<file path="src/rtl/est_pkg.sv">
// Package: shared types for the EOI broadcast handler.
// Assumes: nothing beyond IEEE 1800-2017.
package est_pkg;
    typedef enum logic [1:0] {
        ST_IDLE  = 2'd0,
        ST_EOI   = 2'd1,
        ST_SWEEP = 2'd2
    } est_state_e;
endpackage

</file>
<file path="src/rtl/est_defer_timer.sv">
// Module: one-shot delay timer. An arm pulse loads DEFER_CYCLES and
// (re)starts the countdown; expire pulses once when it runs out.
// Assumes: DEFER_CYCLES >= 2; arm wins over a coinciding expiry.
module est_defer_timer #(
    parameter int DEFER_CYCLES = 1250000
) (
    input  logic clk,
    input  logic rst_n,
    input  logic arm,
    output logic expire
);
    localparam int TW = $clog2(DEFER_CYCLES + 1);

    logic [TW-1:0] cnt_q;
    logic          armed_q;

    // Expiry is the last counted cycle, suppressed by a restart.
    assign expire = armed_q && (cnt_q == TW'(1)) && !arm;

    // Load on arm, count down while armed, drop armed on expiry.
    always_ff @(posedge clk) begin
        if (!rst_n) begin
            cnt_q   <= '0;
            armed_q <= 1'b0;
        end else if (arm) begin
            cnt_q   <= TW'(DEFER_CYCLES);
            armed_q <= 1'b1;
        end else if (armed_q) begin
            cnt_q <= cnt_q - TW'(1);
            if (cnt_q == TW'(1)) begin
                armed_q <= 1'b0;
            end
        end
    end
endmodule

</file>
<file path="src/rtl/est_storm_bank.sv">
// Module: per-pin counters of back-to-back EOI-driven redeliveries.
// An update on a pin increments (eligible) or zeroes (not eligible) its
// counter; reaching STORM_LIMIT raises limit_hit and zeroes the counter.
// Assumes: at most one pin updated per cycle; STORM_LIMIT >= 2.
module est_storm_bank #(
    parameter int NUM_PINS    = 24,
    parameter int STORM_LIMIT = 10000,
    parameter int PIN_W       = $clog2(NUM_PINS)
) (
    input  logic             clk,
    input  logic             rst_n,
    input  logic             upd_en,
    input  logic [PIN_W-1:0] upd_pin,
    input  logic             upd_eligible,
    output logic             limit_hit
);
    localparam int CW = $clog2(STORM_LIMIT + 1);

    logic [CW-1:0] cnt_q [NUM_PINS];

    // A redelivery that would reach the limit is the storm trigger.
    assign limit_hit = upd_en && upd_eligible &&
                       (cnt_q[upd_pin] == CW'(STORM_LIMIT - 1));

    for (genvar p = 0; p < NUM_PINS; p++) begin : g_cnt
        // Per-pin counter: count, zero on hit, zero when not eligible.
        always_ff @(posedge clk) begin
            if (!rst_n) begin
                cnt_q[p] <= '0;
            end else if (upd_en && (upd_pin == PIN_W'(p))) begin
                if (!upd_eligible || limit_hit) begin
                    cnt_q[p] <= '0;
                end else begin
                    cnt_q[p] <= cnt_q[p] + CW'(1);
                end
            end
        end
    end
endmodule

</file>
<file path="src/rtl/est_scan_ctrl.sv">
// Module: scan sequencer. Accepts a broadcast or starts a due sweep, then
// steps a pin index from 0 to NUM_PINS-1, one pin per cycle.
// Assumes: a due sweep has priority over a new broadcast.
module est_scan_ctrl
    import est_pkg::*;
#(
    parameter int NUM_PINS = 24,
    parameter int VEC_W    = 8,
    parameter int PIN_W    = $clog2(NUM_PINS)
) (
    input  logic             clk,
    input  logic             rst_n,
    input  logic             eoi_valid,
    input  logic [VEC_W-1:0] eoi_vector,
    input  logic             eoi_is_level,
    input  logic             directed_eoi,
    input  logic             expire,
    output logic             eoi_ready,
    output logic             busy,
    output logic             in_eoi,
    output logic             in_sweep,
    output logic [PIN_W-1:0] idx,
    output logic [VEC_W-1:0] cur_vector,
    output logic             cur_level,
    output logic             cur_directed
);
    est_state_e state_q;
    logic       due_q;
    logic       start_sweep;
    logic       last_pin;

    assign busy        = (state_q != ST_IDLE);
    assign in_eoi      = (state_q == ST_EOI);
    assign in_sweep    = (state_q == ST_SWEEP);
    assign eoi_ready   = (state_q == ST_IDLE) && !due_q;
    assign start_sweep = (state_q == ST_IDLE) && due_q;
    assign last_pin    = (idx == PIN_W'(NUM_PINS - 1));

    // Remember a timer expiry until the sweep can start.
    always_ff @(posedge clk) begin
        if (!rst_n) begin
            due_q <= 1'b0;
        end else begin
            due_q <= (due_q && !start_sweep) || expire;
        end
    end

    // Walk the pins for a broadcast or a sweep, latching broadcast fields.
    always_ff @(posedge clk) begin
        if (!rst_n) begin
            state_q      <= ST_IDLE;
            idx          <= '0;
            cur_vector   <= '0;
            cur_level    <= 1'b0;
            cur_directed <= 1'b0;
        end else begin
            case (state_q)
                ST_IDLE: begin
                    idx <= '0;
                    if (start_sweep) begin
                        state_q <= ST_SWEEP;
                    end else if (eoi_valid) begin
                        state_q      <= ST_EOI;
                        cur_vector   <= eoi_vector;
                        cur_level    <= eoi_is_level;
                        cur_directed <= directed_eoi;
                    end
                end
                default: begin
                    if (last_pin) begin
                        state_q <= ST_IDLE;
                        idx     <= '0;
                    end else begin
                        idx <= idx + PIN_W'(1);
                    end
                end
            endcase
        end
    end
endmodule

</file>
<file path="src/rtl/eoi_storm_throttle.sv">
// Module: EOI broadcast handler with storm throttle (top).
// Per scanned pin: acknowledge on vector match, clear remote IRR for a
// non-directed level EOI, redeliver a pending unmasked pin, and defer to a
// timed sweep once a pin has redelivered STORM_LIMIT times back to back.
// Assumes: the table owner applies rirr_clear and the delivery engine
// takes every svc_valid without back-pressure.
module eoi_storm_throttle #(
    parameter int NUM_PINS     = 24,
    parameter int VEC_W        = 8,
    parameter int STORM_LIMIT  = 10000,
    parameter int DEFER_CYCLES = 1250000,
    localparam int PIN_W       = $clog2(NUM_PINS)
) (
    input  logic                      clk,
    input  logic                      rst_n,
    input  logic                      eoi_valid,
    output logic                      eoi_ready,
    input  logic [VEC_W-1:0]          eoi_vector,
    input  logic                      eoi_is_level,
    input  logic                      directed_eoi,
    input  logic [NUM_PINS*VEC_W-1:0] ent_vector,
    input  logic [NUM_PINS-1:0]       ent_level,
    input  logic [NUM_PINS-1:0]       ent_mask,
    input  logic [NUM_PINS-1:0]       ent_rirr,
    input  logic [NUM_PINS-1:0]       ent_pend,
    output logic [NUM_PINS-1:0]       ack_pulse,
    output logic [NUM_PINS-1:0]       rirr_clear,
    output logic                      svc_valid,
    output logic [PIN_W-1:0]          svc_pin,
    output logic                      busy
);
    logic             in_eoi;
    logic             in_sweep;
    logic [PIN_W-1:0] idx;
    logic [VEC_W-1:0] cur_vector;
    logic             cur_level;
    logic             cur_directed;
    logic             expire;
    logic             limit_hit;
    logic [VEC_W-1:0] pin_vector;
    logic             hit_vec;
    logic             do_clear;
    logic             eligible;
    logic             eoi_svc;
    logic             sweep_svc;
    logic             arm;

    est_scan_ctrl #(
        .NUM_PINS (NUM_PINS),
        .VEC_W    (VEC_W),
        .PIN_W    (PIN_W)
    ) scan_i (
        .clk          (clk),
        .rst_n        (rst_n),
        .eoi_valid    (eoi_valid),
        .eoi_vector   (eoi_vector),
        .eoi_is_level (eoi_is_level),
        .directed_eoi (directed_eoi),
        .expire       (expire),
        .eoi_ready    (eoi_ready),
        .busy         (busy),
        .in_eoi       (in_eoi),
        .in_sweep     (in_sweep),
        .idx          (idx),
        .cur_vector   (cur_vector),
        .cur_level    (cur_level),
        .cur_directed (cur_directed)
    );

    // Per-pin decision for the pin under the scan index.
    always_comb begin
        pin_vector = ent_vector[idx*VEC_W +: VEC_W];
        hit_vec    = in_eoi && (pin_vector == cur_vector);
        do_clear   = hit_vec && cur_level && !cur_directed;
        eligible   = !ent_mask[idx] && ent_pend[idx];
        eoi_svc    = do_clear && eligible && !limit_hit;
        arm        = do_clear && eligible && limit_hit;
        sweep_svc  = in_sweep && ent_level[idx] && ent_pend[idx] &&
                     !ent_rirr[idx] && !ent_mask[idx];
    end

    est_storm_bank #(
        .NUM_PINS    (NUM_PINS),
        .STORM_LIMIT (STORM_LIMIT),
        .PIN_W       (PIN_W)
    ) bank_i (
        .clk          (clk),
        .rst_n        (rst_n),
        .upd_en       (do_clear),
        .upd_pin      (idx),
        .upd_eligible (eligible),
        .limit_hit    (limit_hit)
    );

    est_defer_timer #(
        .DEFER_CYCLES (DEFER_CYCLES)
    ) timer_i (
        .clk    (clk),
        .rst_n  (rst_n),
        .arm    (arm),
        .expire (expire)
    );

    for (genvar p = 0; p < NUM_PINS; p++) begin : g_pin
        assign ack_pulse[p]  = hit_vec  && (idx == PIN_W'(p));
        assign rirr_clear[p] = do_clear && (idx == PIN_W'(p));
    end

    assign svc_valid = eoi_svc || sweep_svc;
    assign svc_pin   = idx;
endmodule

</file>
<file path="config.mk">
export PLATFORM = sky130hd
export DESIGN_NAME = eoi_storm_throttle
export DESIGN_NICKNAME = d
export VERILOG_FILES = /design/src/rtl/est_pkg.sv /design/src/rtl/est_defer_timer.sv /design/src/rtl/est_storm_bank.sv /design/src/rtl/est_scan_ctrl.sv /design/src/rtl/eoi_storm_throttle.sv
export SDC_FILE = /design/constraint.sdc
export NUM_CORES = 1
export LEC_CHECK = 0
export BUFFER_PORTS_ARGS = -buffer_cell sky130_fd_sc_hd__buf_2
export CAP_MARGIN = 0
export CORE_MARGIN = 2
export CORE_UTILIZATION = 25
export CTS_CLUSTER_DIAMETER = 120
export DETAILED_ROUTE_END_ITERATION = 8
export GPL_ROUTABILITY_DRIVEN = 0
export PLACE_DENSITY = 0.5
export SKIP_LAST_GASP = 1
export SYNTH_ARGS = -nofsm -noshare
export SYNTH_HDL_FRONTEND = slang
export SYNTH_SLANG_ARGS = --single-unit
</file>
<file path="constraint.sdc">
create_clock -name clk -period 5.9 [get_ports clk]
set_input_delay 1.77 -clock clk [delete_from_list [all_inputs] [get_ports clk]]
set_output_delay 1.77 -clock clk [all_outputs]
set_load 0.1 [all_outputs]
</file>
Word-level counts from Yosys, hierarchy flattened
Memory sizes are Yosys's and may differ from the RTL's. A register that Yosys moved wholly into a read port is not among the register bits.
Cells that the tools add are included.
{ "totals": {"regBits": 40, "ramBits": 336, "inputBits": 301, "elab_cells": 415, "memories": 1} }
{ "op_classes": {"addsub": 26, "n_lt_le_gt_ge": 1, "eq_ne": 29, "n_shift": 1, "n_mux": 213, "bitwise_logic": 50, "reduce_logical": 85} }
{ "memory_table": {"columns": ["memory", "words", "width", "read_ports", "rd_clocked_by_memory_dff", "wr", "line", "rtl"], "rows": [
  ["bank_i.cnt_q", 24, 14, 25, 1, 24, "est_storm_bank.sv:19", "logic [CW-1:0] cnt_q [NUM_PINS];"]
]} }
{ "op_table": {"columns": ["cell", "count"], "rows": [
  ["$mux 14", 48],
  ["$add 14x1->14 const B", 24],
  ["$shiftx 192x9->8", 1],
  ["$mux 1", 154],
  ["$logic_and 1x1->1", 65],
  ["$or 1x1->1", 48],
  ["$mux 21", 2],
  ["$eq 5x4->1 const B", 8],
  ["$eq 5x5->1 const B", 8],
  ["$eq 21x1->1 const B", 1],
  ["$sub 21x1->21 const B", 1],
  ["$bmux 1 s5", 4],
  ["$eq 5x3->1 const B", 4],
  ["$eq 14x14->1 const B", 1],
  ["$eq 5x2->1 const B", 2],
  ["$eq 8x8->1", 1],
  ["$logic_not 1->1", 8],
  ["$mux 2", 4],
  ["$lt 5x6->1 const B", 1],
  ["$reduce_bool 2->1", 3],
  ["$add 5x1->5 const B", 1],
  ["$eq 5x1->1 const B", 1],
  ["$logic_not 5->1", 1],
  ["$mux 5", 1],
  ["10 further kinds", 13]
]} }

Depth between registers and ports, before layout
Gate-level depths: netlist of run 1.
{ "logic_depth": {"depth_word": 14, "ltp_mapped": 16, "ltp_nobuf": 8} }

Hierarchy
A second synthesis of run 1 with hierarchy kept.
{ "hier_totals": {"cells_unflattened": 2417, "hier_area_um2": 24360.9} }
{ "modules_own_cells": {"columns": ["mod", "instances", "cells_each", "area_each_um2", "seq_area_each_um2"], "rows": [
  ["est_storm_bank", 1, 1798, 19224.7, 10089.7],
  ["eoi_storm_throttle", 1, 424, 3364.5, 0.0],
  ["est_defer_timer", 1, 114, 1064.8, 440.4],
  ["est_scan_ctrl", 1, 81, 706.9, 360.3]
]} }

Worst setup path after synthesis of run 1
No wires, ideal clock.
{ "synth_path": {"path_kind": "register to output", "startpoint": "register scan_i.idx[0]", "endpoint": "output svc_valid", "arrival_ns": 6.347, "slack_ns": -2.217, "path_stages_with_launch": 17, "path_buffers": 10, "path_cell_list": "dfxtp_1 > buf_6 > buf_12 > buf_12 > buf_12 > buf_8 > buf_8 > buf_6 > buf_2 > buf_2 > buf_2 > nand2_1 > o221ai_1 > o211ai_1 > a311oi_1 > a21oi_1 > o41ai_1"} }
{ "synth_between": {"elab_chain_len": 10} }
{ "synth_lines": {"columns": ["element", "line", "rtl"], "rows": [
  ["start: declaration", "est_scan_ctrl.sv:22", "output logic [PIN_W-1:0] idx,"],
  ["start signal: assignment", "est_scan_ctrl.sv:74", "idx <= idx + PIN_W'(1);"],
  ["$shiftx 192x9->8", "eoi_storm_throttle.sv:72", "pin_vector = ent_vector[idx*VEC_W +: VEC_W];"],
  ["$eq 8x8->1", "eoi_storm_throttle.sv:73", "hit_vec = in_eoi && (pin_vector == cur_vector);"],
  ["$logic_and 1x1->1", "eoi_storm_throttle.sv:73", null],
  ["$logic_and 1x1->1 (2 in a row)", "eoi_storm_throttle.sv:74", "do_clear = hit_vec && cur_level && !cur_directed;"],
  ["$logic_and 1x1->1", "est_storm_bank.sv:22, eoi_storm_throttle.sv:76", null],
  ["$logic_and 1x1->1", "est_storm_bank.sv:22", "assign limit_hit = upd_en && upd_eligible &&"],
  ["$logic_not 1->1", "eoi_storm_throttle.sv:76", "eoi_svc = do_clear && eligible && !limit_hit;"],
  ["$logic_and 1x1->1", "eoi_storm_throttle.sv:76", null],
  ["$logic_or 1x1->1 (*)", "eoi_storm_throttle.sv:109", "assign svc_valid = eoi_svc || sweep_svc;"],
  ["end: declaration", "eoi_storm_throttle.sv:28", "output logic svc_valid,"]
]} }
Mark *: on every way between the ends. The rest lies on a longest branch, timed or not. The select of a mux whose other input is x is not followed.

Final worst setup path of run 1
{ "layout_path": {"startpoint": "input ent_vector[69]", "endpoint": "output rirr_clear[19]"} }
{ "layout_between": {"elab_chain_len": 6} }
{ "layout_lines": {"columns": ["element", "line", "rtl"], "rows": [
  ["start: declaration", "eoi_storm_throttle.sv:21", "input logic [NUM_PINS*VEC_W-1:0] ent_vector,"],
  ["$shiftx 192x9->8", "eoi_storm_throttle.sv:72", null],
  ["$eq 8x8->1", "eoi_storm_throttle.sv:73", null],
  ["$logic_and 1x1->1", "eoi_storm_throttle.sv:73", null],
  ["$logic_and 1x1->1 (2 in a row)", "eoi_storm_throttle.sv:74", null],
  ["$logic_and 1x1->1", "eoi_storm_throttle.sv:106", "assign rirr_clear[p] = do_clear && (idx == PIN_W'(p));"],
  ["end: declaration", "eoi_storm_throttle.sv:27", "output logic [NUM_PINS-1:0] rirr_clear,"]
]} }
Every way passes these cells.

==> impl_results.md, run 1 <==
* Initial antenna violation count at 11
* Detailed Route Iter0 Violations at 1559
* Critical Path End Type: output pin
* Synthesized area at 0.0252 mm2
* MaxCap Viol Count at 0
* Core area at 0.100 mm2
* Final ANT Viol Nets at 0
* Complex-gate fraction of the synthesized area at 5.82%
* CTS max path bufs at 3
* Flops & latches, synth at 376
* Post-Syn Area per Cell at 10.6 um2
* Final WL at 87800 um
* Clk root buf: clkbuf_16
* Run status: finished, violations left
* Unrepaired setup endpoints after global routing: yes
* Dpl cell area at 0.0303 mm2
* Post-synthesis mux area share at 7.29%
* Vias in the first global route at 20.3k
* Layout area overhead at 26.9%
* Via count at 20.7k
* Worst-Margin Slew at 1.00 ns
* DRC Markers at 0
* Via density per instance at 5.00
* Drt pass-1 iters at 5
* Highest Clock Rate at 158 MHz
* IO Count at 357
* Adder-cell area share of the yosys netlist at 1.54%
* Cell variety after synth at 81
* Fill count at 10.3k
* Non-Filler Cell Area, Final at 0.0319 mm2
* Die Wd at 321 um
* CTS Sinks at 376
* First-pass GRT wire length at 130000 um
* Final Setup Violations at 49
* Largest family of logic cells by synthesized area: simple AND/OR/NAND/NOR gates
* Layout cell share with drive strength beyond 1 at 33.7%
* Avg WL per Cell at 21.2 um
* Pre-CTS setup slack at -0.637 ns
* Hold Crit Class: reg -> reg
* Tcrit/Tclk final at 108%
* Clk Latency, worst-skew pair at 0.61 ns
* Cts bufs inserted at 45
* Starting density of the core at 25.2%
* Post-synth EDFFs at 336
* Diodes inserted at 0
* Overall Global Routing Usage at 16.7%
* Largest net degree at the start of global routing at 69
* Clk pin slew, worst setup/hold paths at 0.06 ns
* Synth warn at 0
* Total gr overflow at 0
* Pwr dens at 208 mW/mm2
* Peak supply drop at 178 uV
* Worst Path Required at 4.13 ns
* CP arrival at 4.57 ns
* Crit path kind: in -> out
* Final Power at 0.00664 W
* Port Buffer Count at 356
* Post-layout minimum cycle time at 6.34 ns
* Met1 usage at 22.7%
* TritonCTS clock tree: done
* FF+latch area at 0.0109 mm2
* CTS Hold Bufs at 0
* Syn Inst Count at 2385
* Post-synthesis simple-gate area fraction at 26.9%
* Most Used Layer, Global Route: met2
* Post-Synth XOR/XNOR Area at 10.8%
* Rel. slew slack at 33.2%
* Ys async rst share at 0%
* Grt met3 use at 4.18%
* Worst clock skew at 0.0371 ns
* Predominant post-synthesis flop cell: edfxtp_1
* Fin nets at 3146
* Die area at 0.103 mm2
* Failing checks: negative setup slack
* Worst Path Max Fanout at 7
* Lkg Pwr at 10.2 nW
* Final Slew Violations at 0
* Post-route setup slack at -0.444 ns
* Synth Net Count at 2717
* Met2 Usage GRT at 26.2%
* Finished Core Util at 31.9%
* Sequential fraction of the synthesis area at 43.3%
* Crit start category: input port
* Die height at 321 um
* Multi-input logic area at 0.0137 mm2
* Hpwl dp at 66500 um
* H-Tree Depth at 2
* FP Rows at 116
* Final Hold Vio Count at 0
-- final timing paths --
check                                 from  slack, ns                           endpoint  depth (start not counted)
max                         ent_vector[69]      -0.44                     rirr_clear[19]                         13
min          scan_i.cur_level$_SDFFE_PN0P_       0.46      scan_i.cur_level$_SDFFE_PN0P_                          2
max reg2reg       scan_i.idx[0]$_SDFF_PP0_       1.41  bank_i.cnt_q[20][6]$_SDFFCE_PN0P_                         13
min reg2reg  scan_i.cur_level$_SDFFE_PN0P_       0.46      scan_i.cur_level$_SDFFE_PN0P_                          2
-- cell families after synthesis --
family | Yosys count
simple gates | 1164
flops | 376
xor+xnor | 310
compound gates | 213
buf+inv | 185
mux | 106
fa+ha+maj | 31
-- where the power goes --
part	internal [W]	leakage, nW	switching, W
Combinational	0.000304	5.76	0.000368
Sequential	0.00299	3.72	0.000124
Clock	0.00167	0.714	0.00119
Total	0.00497	10.2	0.00168
-- through the flow --
stage,TNS [ns],hold WS [ns],instances
2_1_floorplan,-7.99,0.432,2385
5_1_grt,-22.25,0.494,4149
4_1_cts,-16.52,0.457,4147
3_5_place_dp,-27.11,0.448,4061
3_3_place_gp,-25.93,0.437,4061
6_report,-18.17,0.461,4149
-- registers in the layout (all words and copies together) (netlist names) --
register / cells
scan_i.state_q: 2
scan_i.idx: 5
scan_i.cur_directed: 1
scan_i.cur_vector: 8
timer_i.cnt_q: 21
scan_i.due_q: 1
timer_i.armed_q: 1
bank_i.cnt_q: 336
scan_i.cur_level: 1
-- critical path: stages --
cell and delay (ns):
buf_12 0.12, mux4_2 0.52, a221oi_2 0.28, buf_4 0.20
and3_4 0.20, o32ai_4 0.09, nor4bb_2 0.34, and2_4 0.21
buf_6 0.11, nand2_8 0.12, buf_12 0.17, nor3_4 0.20
buf_12 0.20
-- layer usage --
layer | wire (um) | vias to the layer above
met2 | 39500 | 746
met1 | 38600 | 10135
li1 | - | 9729
met5 | 53 | -
met4 | 2410 | 8
met3 | 7220 | 117
-- final cells by class --
class                   count  share of cell area (%)
multi-input cells        1824                    43.0
flip-flops and latches    376                    34.1
well taps                1298                    5.09
repair buffers            516                    12.5
clock inverters            24                   0.838
inverters                  51                   0.607
clock buffers              60                    3.81
-- synthesized netlist by cell type, drive strengths merged, types with 4 or more instances --
cell / instances / area [um2]
o211ai: 5 / 37.5
a31oi: 6 / 37.5
nand2b: 9 / 56.3
a311oi: 6 / 52.6
a22oi: 11 / 82.6
dfxtp: 40 / 801
nor2: 234 / 878
o22ai: 13 / 81.3
xor2: 200 / 1750
clkbuf: 61 / 229
buf: 73 / 669
nand3b: 4 / 30.0
or3: 6 / 37.5
and4: 16 / 140
nand2: 212 / 796
a32o: 4 / 40.0
and2: 11 / 68.8
or4: 6 / 45.0
o21ai: 41 / 205
mux2: 18 / 203
mux4: 60 / 1350
o221ai: 6 / 52.6
a21oi: 50 / 250
o31ai: 7 / 52.6
edfxtp: 336 / 10100
nor4: 23 / 159
o32ai: 13 / 114
mux2i: 28 / 280
inv: 48 / 183
a211oi: 6 / 50.1
nand4: 72 / 465
nor2b: 14 / 87.6
nand3: 147 / 741
nor3: 341 / 2800
xnor2: 110 / 963
nor3b: 4 / 30.0
ha: 31 / 388
a221oi: 11 / 109
and3: 49 / 307
-- placed cells by master, fill, tap and decap left out, types with 8 or more instances in the layout --
cell type / count
ha_1: 31
clkinv_1: 13
nor4_1: 22
nor2b_1: 10
a21oi_1: 50
nand3_1: 144
mux2i_1: 27
o21ai_1: 22
and3_1: 47
buf_4: 136
o21ai_0: 18
a221oi_1: 8
and2_1: 10
inv_1: 47
nor2_4: 41
mux2_2: 16
nand2b_1: 9
o32ai_1: 12
mux4_2: 60
dfxtp_1: 35
o22ai_1: 13
clkbuf_1: 12
xor2_1: 200
nand4_1: 71
buf_2: 306
nor3_2: 219
a22oi_1: 11
nor2_1: 192
buf_12: 71
clkbuf_16: 46
and4_1: 16
xnor2_1: 110
edfxtp_1: 336
nand2_1: 210
nor3_1: 116
-- what timing repair did --
| item | 4_1_cts | 5_1_grt |
|---|---|---|
| endpoints found under the hold margin | 0 | 0 |
| resized for setup | 18 | 6 |
| buffers inserted | 2 | 2 |
| pin swaps | 10 | 2 |
| endpoints found under the setup margin | 49 | 49 |
| cloned | 0 | 0 |
(Power assumes the default switching activity.)
==> inputs of run 2 (changes only) <==
RECOVER_POWER = 100   (was default)
==> impl_results.md, run 2 (synthesized netlist as in run 1, its figures left out) <==
* Worst Path Required at 4.13 ns
* Clk Latency, worst-skew pair at 0.61 ns
* Critical Path End Type: output pin
* Sequential fraction of design power at 46.8%
* Most common cell after layout, fill and taps aside: edfxtp_1
* CTS max path bufs at 3
* Diodes inserted at 0
* Avg WL per Cell at 21.2 um
* Port Buffer Count at 356
* H-Tree Depth at 2
* Starting density of the core at 25.2%
* Die area at 0.103 mm2
* CP arrival at 4.56 ns
* Net switching power at 0.00168 W
* Layout area overhead at 26.9%
* Unrepaired setup endpoints after global routing: yes
* Drt pass-1 iters at 5
* Final Hold Vio Count at 0
* Hpwl dp at 66500 um
* Final Power at 0.00665 W
* Crit path kind: in -> out
* Cts bufs inserted at 45
* P_int at 0.00497 W
* Via count at 20.7k
* FP Rows at 116
* Final Setup Violations at 49
* MaxCap Viol Count at 0
* Detailed Route Iter0 Violations at 1570
* Most frequent cells in the layout: edfxtp_1, buf_2, nor3_2
* Final ANT Viol Nets at 0
* Pwr dens at 208 mW/mm2
* Largest net degree at the start of global routing at 69
* IO Count at 357
* DRC Markers at 0
* Worst-Margin Slew at 0.991 ns
* Tcrit/Tclk final at 107%
* Core area at 0.100 mm2
* Post-route setup slack at -0.429 ns
* Vias in the first global route at 20.3k
* Run status: finished, violations left
* Initial antenna violation count at 11
* Clk root buf: clkbuf_16
* Die height at 321 um
* Via density per instance at 4.99
* Fin nets at 3146
* Peak supply drop at 179 uV
* Clk pin slew, worst setup/hold paths at 0.06 ns
* Crit start category: input port
* Biggest register: bank_i.cnt_q
* Layout cell share with drive strength beyond 1 at 33.6%
* Post-layout minimum cycle time at 6.33 ns
* Lkg Pwr at 10.2 nW
* Highest Clock Rate at 158 MHz
* Worst Path Max Fanout at 7
* Final Slew Violations at 0
* First-pass GRT wire length at 130000 um
* Worst clock skew at 0.0383 ns
* Overall Global Routing Usage at 16.7%
* Pre-CTS setup slack at -0.637 ns
* Top flop regs: bank_i.cnt_q x336, timer_i.cnt_q x21, scan_i.cur_vector x8
* Combinational share of power at 10.1%
* CTS Sinks at 376
* Number of flip-flops in the largest register at 336
* Total gr overflow at 0
* Hold Crit Class: reg -> reg
* Die Wd at 321 um
* Clk pwr share at 43.1%
* Failing checks: negative setup slack
* TritonCTS clock tree: done
* Net Sw Frac at 25.3%
* Rel. slew slack at 33.8%
* Final WL at 87800 um
==> run 2: layout make-up <==
class	count	area [um2]
multi-input cells	1824	13700
clock buffers	60	1220
clock inverters	24	268
inverters	51	194
flip-flops and latches	376	10900
well taps	1298	1620
repair buffers	516	4010
fillers	10281	68100
==> run 2: repair_timing <==
| action | CTS | global route |
|---|---|---|
| endpoints found under the setup margin | 49 | 49 |
| buffers inserted | 2 | 2 |
| hold buffers | 0 | 0 |
| gates resized for setup | 18 | 6 |
| hold endpoints to repair | 0 | 0 |
| pin swaps | 10 | 2 |
==> run 2: power groups by stage <==
stage	Sequential [W]	Combinational [W]	Clock, W
finish	0.00311	0.000672	0.00286
global placement	0.00316	0.000661	0
floorplan	0.00313	0.000373	0
CTS	0.00311	0.000674	0.00294
detailed placement	0.00317	0.000663	0
global route	0.00313	0.000724	0.00303
==> run 2: path summary, 6_finish.rpt <==
check	from	endpoint	slack [ns]	cells past startpoint
max reg2reg	scan_i.idx[0]$_SDFF_PP0_	bank_i.cnt_q[14][1]$_SDFFCE_PN0P_	1.41	13
min reg2reg	scan_i.cur_level$_SDFFE_PN0P_	scan_i.cur_level$_SDFFE_PN0P_	0.46	2
min	scan_i.cur_level$_SDFFE_PN0P_	scan_i.cur_level$_SDFFE_PN0P_	0.46	2
max	ent_vector[69]	rirr_clear[19]	-0.43	13
==> run 2: critical path, cell delays in order <==
cell and delay [ns]:
buf_12 0.12, mux4_2 0.52, a221oi_2 0.27, buf_4 0.19, and3_4 0.20, o32ai_4 0.09
nor4bb_2 0.34, and2_4 0.21, buf_6 0.11, nand2_8 0.13, buf_12 0.17, nor3_4 0.20
buf_12 0.20
==> run 2: routing by layer <==
layer  track usage [%]  vias to the layer above  wire length (um)
met5                 0                        -                53
met4              4.62                        8              2440
met3              4.18                      116              7260
met2              26.2                      753             39500
met1              22.7                    10099             38600
li1                  -                     9733                 -
==> run 2: through the flow <==
stage                     setup TNS, ns  util, %  cell area, um2  cells  hold WS (ns)
final                            -17.40     31.9           31900   4149         0.461
after CTS                        -16.52     31.9           31900   4147         0.457
after detailed placement         -27.11     30.3           30300   4061         0.448
after global placement           -25.93     30.3           30300   4061         0.437
after floorplan                   -7.99        -           25700   2385         0.432
after global routing             -22.24     31.9           31900   4149         0.494
